==> config.mk <==
export PLATFORM = sky130hd
export DESIGN_NAME = nibreg_array
export DESIGN_NICKNAME = d
export VERILOG_FILES = /design/src/rtl/nibreg_pkg.sv /design/src/rtl/nibreg_decode.sv /design/src/rtl/nibreg_incr.sv /design/src/rtl/nibreg_store.sv /design/src/rtl/nibreg_array.sv
export SDC_FILE = /design/constraint.sdc
export NUM_CORES = 1
export LEC_CHECK = 0
export BUFFER_PORTS_ARGS = -buffer_cell sky130_fd_sc_hd__buf_4
export CAP_MARGIN = 20
export CELL_PAD_IN_SITES_DETAIL_PLACEMENT = 1
export CELL_PAD_IN_SITES_GLOBAL_PLACEMENT = 2
export CORE_ASPECT_RATIO = 2
export CORE_MARGIN = 10
export CORE_UTILIZATION = 25
export CTS_BUF_LIST = sky130_fd_sc_hd__clkbuf_4 sky130_fd_sc_hd__clkbuf_8 sky130_fd_sc_hd__clkbuf_16
export CTS_CLUSTER_SIZE = 40
export DETAILED_ROUTE_END_ITERATION = 8
export PLACE_DENSITY_LB_ADDON = 0.1
export SLEW_MARGIN = 5
export SYNTH_ARGS = -nofsm -noshare
export SYNTH_HDL_FRONTEND = slang
export SYNTH_SLANG_ARGS = --single-unit
==> constraint.sdc <==
create_clock -name clk -period 8.55 [get_ports clk]
set_clock_uncertainty 0.1 [all_clocks]
set_input_delay 1.2825 -clock clk [delete_from_list [all_inputs] [get_ports clk]]
set_output_delay 1.2825 -clock clk [all_outputs]
set_load 0.005 [all_outputs]
==> src/rtl/nibreg_pkg.sv <==
package nibreg_pkg;

  typedef enum logic [2:0] {
    OP_NOP   = 3'd0,
    OP_READ  = 3'd1,
    OP_LOAD  = 3'd2,
    OP_INC   = 3'd3,
    OP_XCH   = 3'd4,
    OP_PREAD = 3'd5,
    OP_PLOAD = 3'd6,
    OP_RSVD  = 3'd7
  } nib_op_e;

  typedef struct packed {
    logic nib_we;    // write one nibble
    logic use_inc;   // nibble write / read-out takes the incremented value
    logic pair_we;   // write a whole pair
    logic rd_upd;    // refresh rd_data_o
    logic pair_upd;  // refresh pair_data_o
    logic zero_upd;  // refresh zero_o
  } nib_ctrl_t;

endpackage

==> src/rtl/nibreg_decode.sv <==
module nibreg_decode
  import nibreg_pkg::*;
(
  input  logic [2:0] op,
  output nib_ctrl_t  ctrl
);

  nib_op_e op_e;
  assign op_e = nib_op_e'(op);

  always_comb begin
    ctrl = '0;
    unique case (op_e)
      OP_READ:  ctrl.rd_upd = 1'b1;
      OP_LOAD:  ctrl.nib_we = 1'b1;
      OP_INC: begin
        ctrl.nib_we   = 1'b1;
        ctrl.use_inc  = 1'b1;
        ctrl.rd_upd   = 1'b1;
        ctrl.zero_upd = 1'b1;
      end
      OP_XCH: begin
        ctrl.nib_we = 1'b1;
        ctrl.rd_upd = 1'b1;
      end
      OP_PREAD: ctrl.pair_upd = 1'b1;
      OP_PLOAD: ctrl.pair_we  = 1'b1;
      default:  ctrl = '0;
    endcase
  end

endmodule

==> src/rtl/nibreg_incr.sv <==
module nibreg_incr #(
  parameter int NIB_W = 4
) (
  input  logic [NIB_W-1:0] din,
  output logic [NIB_W-1:0] dout,
  output logic             is_zero
);

  assign dout    = din + NIB_W'(1);
  assign is_zero = (dout == '0);

endmodule

==> src/rtl/nibreg_store.sv <==
module nibreg_store #(
  parameter int NIB_W    = 4,
  parameter int NUM_REGS = 16,
  localparam int PAIR_W    = 2 * NIB_W,
  localparam int NUM_PAIRS = NUM_REGS / 2,
  localparam int IDX_W     = $clog2(NUM_REGS),
  localparam int PIDX_W    = $clog2(NUM_PAIRS)
) (
  input  logic              clk,
  input  logic              rst,
  input  logic              nib_we,
  input  logic [IDX_W-1:0]  nib_widx,
  input  logic [NIB_W-1:0]  nib_wdata,
  input  logic              pair_we,
  input  logic [PIDX_W-1:0] pair_widx,
  input  logic [PAIR_W-1:0] pair_wdata,
  input  logic [IDX_W-1:0]  nib_ridx,
  output logic [NIB_W-1:0]  nib_rdata,
  input  logic [PIDX_W-1:0] pair_ridx,
  output logic [PAIR_W-1:0] pair_rdata
);

  logic [NUM_PAIRS-1:0][PAIR_W-1:0] pair_view;

  for (genvar p = 0; p < NUM_PAIRS; p++) begin : g_pair
    logic [NIB_W-1:0] hi_q, lo_q;
    logic pair_hit, hi_hit, lo_hit;

    assign pair_hit = pair_we && (pair_widx == PIDX_W'(p));
    assign hi_hit   = nib_we && (nib_widx == IDX_W'(2 * p));
    assign lo_hit   = nib_we && (nib_widx == IDX_W'(2 * p + 1));

    always_ff @(posedge clk) begin
      if (rst) begin
        hi_q <= '0;
        lo_q <= '0;
      end else if (pair_hit) begin
        hi_q <= pair_wdata[PAIR_W-1:NIB_W];
        lo_q <= pair_wdata[NIB_W-1:0];
      end else begin
        if (hi_hit) hi_q <= nib_wdata;
        if (lo_hit) lo_q <= nib_wdata;
      end
    end

    assign pair_view[p] = {hi_q, lo_q};
  end

  logic [PAIR_W-1:0] nib_pair_sel;
  assign nib_pair_sel = pair_view[nib_ridx[IDX_W-1:1]];
  assign nib_rdata    = nib_ridx[0] ? nib_pair_sel[NIB_W-1:0]
                                    : nib_pair_sel[PAIR_W-1:NIB_W];
  assign pair_rdata   = pair_view[pair_ridx];

endmodule

==> src/rtl/nibreg_array.sv <==
module nibreg_array
  import nibreg_pkg::*;
#(
  parameter int NIB_W    = 4,
  parameter int NUM_REGS = 16,
  localparam int PAIR_W    = 2 * NIB_W,
  localparam int NUM_PAIRS = NUM_REGS / 2,
  localparam int IDX_W     = $clog2(NUM_REGS),
  localparam int PIDX_W    = $clog2(NUM_PAIRS)
) (
  input  logic              clk,
  input  logic              rst,
  input  logic [2:0]        op_i,
  input  logic [IDX_W-1:0]  reg_idx_i,
  input  logic [PIDX_W-1:0] pair_idx_i,
  input  logic [NIB_W-1:0]  acc_i,
  input  logic [PAIR_W-1:0] pair_wdata_i,
  output logic [NIB_W-1:0]  rd_data_o,
  output logic [PAIR_W-1:0] pair_data_o,
  output logic              zero_o
);

  nib_ctrl_t         ctrl;
  logic [NIB_W-1:0]  cur_nib, inc_nib, wr_nib;
  logic [PAIR_W-1:0] cur_pair;
  logic              inc_zero;

  nibreg_decode u_decode (
    .op   (op_i),
    .ctrl (ctrl)
  );

  nibreg_incr #(.NIB_W(NIB_W)) u_incr (
    .din     (cur_nib),
    .dout    (inc_nib),
    .is_zero (inc_zero)
  );

  assign wr_nib = ctrl.use_inc ? inc_nib : acc_i;

  nibreg_store #(.NIB_W(NIB_W), .NUM_REGS(NUM_REGS)) u_store (
    .clk        (clk),
    .rst        (rst),
    .nib_we     (ctrl.nib_we),
    .nib_widx   (reg_idx_i),
    .nib_wdata  (wr_nib),
    .pair_we    (ctrl.pair_we),
    .pair_widx  (pair_idx_i),
    .pair_wdata (pair_wdata_i),
    .nib_ridx   (reg_idx_i),
    .nib_rdata  (cur_nib),
    .pair_ridx  (pair_idx_i),
    .pair_rdata (cur_pair)
  );

  always_ff @(posedge clk) begin
    if (rst) begin
      rd_data_o   <= '0;
      pair_data_o <= '0;
      zero_o      <= 1'b0;
    end else begin
      if (ctrl.rd_upd)   rd_data_o   <= ctrl.use_inc ? inc_nib : cur_nib;
      if (ctrl.pair_upd) pair_data_o <= cur_pair;
      if (ctrl.zero_upd) zero_o      <= inc_zero;
    end
  end

endmodule

==> key figures <==
Synthesis
  • Dominant synthesized flop cell: dfxtp_1
  • Mapped Cells: 539
  • Net count of the mapped netlist: between 500 and 600
  • Mean Syn Cell Area: between 8 and 9 um2
  • Mapped cell area: 0.00465 mm2
  • Async set-or-reset flop fraction in the synthesized netlist: 0%
  • Synth area leader: dfxtp_1
  • Post-synth EDFFs: 0
  • Synth Register Bits: 77
  • Synth area leaders: dfxtp_1 33%, mux4_2 14%, nand2_1 7.9%
  • Unique masters post-synth: 42
  • Sequential share of the synthesized area: 33.1%
  • Most instantiated cells after synthesis: 98 x nand2_1, 77 x dfxtp_1, 65 x nor2_1, 52 x a21oi_1, 32 x o211ai_1
  • Cell with the most instances after synthesis: nand2_1
  • Synth Warn #: 0
  • Post-synth top area share: roughly a third

Pwr
  • Sw frac: 28.9%
  • Maximum vdd ir drop: 0.0000748 V
  • Power share of the clock group: around 43%
  • Switching pwr: around 0.00025 W
  • Pleak: approximately 1.7 nW
  • P per Cell Area: 161 mW/mm2
  • Internal power: ~0.0006 W
  • Comb pwr share: 13.0%
  • Power share of the sequential group: 43.8%

Layout
  • Area grow syn2layout: 14.6%
  • Non-Filler Instances: roughly 770
  • Final Util: 29.1%
  • Final Net Count: 578
  • Reg area: 0.00154 mm2
  • Area of the multi-input gates: 0.00293 mm2
  • Antenna cells: 0
  • Fillers: 2147
  • Fin area: ~0.0053 mm2
  • Layout cells sized above 1: 21.2%

CTS
  • H-Tree Depth: 3
  • Clock-pin slew on the worst setup and hold paths: roughly 60 ps
  • Post-CTS Hold Fix Bufs: 0
  • Clock Tree Buf Depth: 2
  • Root buffer cell: clkbuf_16
  • TritonCTS clock tree: built
  • Post-CTS Resized: 0
  • Post-CTS Setup Bufs: 0
  • # clock sinks: between 70 and 80
  • TritonCTS Buffers: 9
  • Worst-skew pair later-pin latency: around 360 ps

Die
  • Die Height: 213 um
  • Row cnt: 70
  • Chip width: between 100 and 150 um
  • I/O pin total: 37
  • Area of the die: 0.0248 mm2
  • Starting Density: 25.4%
  • Core area: 0.0183 mm2

Critical path
  • Crit Path Max Fanout: 22
  • Worst path cell trace: buf_4 > mux2_2 > o221ai_1 > inv_1 > a221o_1 > ha_1 > xnor2_1 > o21ai_2 > mux2i_1 > a211oi_1
  • Critical Path AT: 4170 ps
  • CP Capture Type: flop
  • Worst r2r src: u_store.g_pair[2].lo_q[1]
  • Setup CP Type: in -> reg
  • Critical path's largest stage delay: 600 ps
  • CP required: roughly 8700 ps
  • Crit start category: input port
  • Crit path launch: reg_idx_i[2]
  • Max stage delay cell, worst path: o21ai_2

Placement
  • DPL Wire Length: between 10000 and 15000 um
  • PortBufs: 36
  • RePlAce Congestion: 0.847
  • Placed cell count: 756
  • DP Area: a little over 0.005 mm2

STA
  • Final Cycle Share: 47.0%
  • Peak Freq: 249 MHz
  • RSZ-0062 raised after global routing: no
  • Fin. Hold Viols: 0
  • Max_slew headroom: 28.0%
  • Final setup viols: 0
  • Worst Hold Margin: 361 ps
  • TNS Setup: 0 ps
  • Final min period: 4020 ps
  • Worst-Margin Slew: approximately 1100 ps
  • Final Max Tran Viols: 0

Min path
  • Worst Hold Launch: rd_data_o[3]
  • Hold Crit Class: reg -> reg

GRT
  • Vias in the first global route: 4455
  • Largest net degree at the start of global routing: 78
  • Initial antenna violation count: 0
  • Gr usage total: around 17%
  • First-pass GRT wire length: just under 30000 um
  • GRT Residual Overflow: 0

Route
  • Routed len/inst: 25.7 um
  • Drt drc: 0
  • Drt first-iter violations: 227
  • Final wirelength: 19800 um
  • Number of routed nets with antenna violations: 0
  • Vias: 4269
  • Mean number of vias per cell: about 5.5
  • DRT Pass-1 Iters: 4

Status
  • Status: completed

Job
  • Total of max-cap violations: 0
## flip-flops by register name, indices dropped and copies added, names as in the netlist
signal and count:
u_store.g_pair.hi_q 32, zero_o 1, pair_data_o 8, u_store.g_pair.lo_q 32, rd_data_o 4
## per-layer routing
metal,global-route usage (%),vias up,wire length [um]
met5,0,-,0
met4,7.81,0,747
met3,2.53,32,723
met2,30.0,87,10800
met1,18.1,2156,7580
li1,-,1994,-
## critical path: cells and delay by family
family | cells | cell delay (ps)
adders and majority gates | 1 | 280
muxes | 2 | 580
AOI/OAI and AO/OA | 4 | 1540
xor gates and xnor gates | 1 | 150
buffers and inverters | 2 | 330
## layout make-up
| cell class | instances | share of cell area (%) |
|---|---|---|
| multi-input cells | 419 | 55.0 |
| flip-flops and latches | 77 | 28.9 |
| repair buffers | 40 | 5.64 |
| well taps | 216 | 5.07 |
| clock buffers | 11 | 4.51 |
| clock inverters | 5 | 0.517 |
| inverters | 5 | 0.352 |
## kinds of logic (layout without fill, tap and decap cells)
family / count (synthesis) / in the layout / synth area share [%]
flops: 77 / 77 / 33.1
simple gates: 217 / 217 / 21.1
buf+inv: 43 / 61 / 3.95
xor+xnor: 2 / 2 / 0.377
fa+ha+maj: 2 / 2 / 0.538
mux: 63 / 63 / 21.3
compound gates: 135 / 135 / 19.6
## cells in the final DEF, fill, tap and decap left out, drive strengths merged, types with 7 or more instances in the layout
master,n
a21oi,59
dfxtp,77
mux2i,28
buf,40
a211oi,24
nand2,98
nor2,69
clkbuf,11
mux2,7
mux4,28
o211ai,32
nand3,21
## through the flow
step | worst slack [ps] | power (W)
after detailed placement | 4190 | 0.000497
after global placement | 4290 | 0.000496
after floorplan | 4740 | 0.000454
final | 4530 | 0.000859
after global routing | 4250 | 0.000894
after CTS | 4520 | 0.000869
## power groups by stage
stage | combinational [W] | sequential [W] | clock [W]
floorplan | 0.0000737 | 0.000381 | 0
global route | 0.000122 | 0.000377 | 0.000395
global placement | 0.000112 | 0.000384 | 0
finish | 0.000112 | 0.000376 | 0.000371
CTS | 0.000113 | 0.000376 | 0.000379
detailed placement | 0.000113 | 0.000384 | 0
## path summary, 6_finish.rpt
| path | endpoint | slack (ps) | cells past startpoint |
|---|---|---|---|
| worst min-delay path | rd_data_o[3] | 360 | 2 |
| worst min register to register | rd_data_o[3] | 360 | 2 |
| worst max register to register | u_store.g_pair[3].lo_q[2] | 5470 | 9 |
| worst max-delay path | u_store.g_pair[3].lo_q[2] | 4530 | 10 |
(Power assumes the default switching activity.)
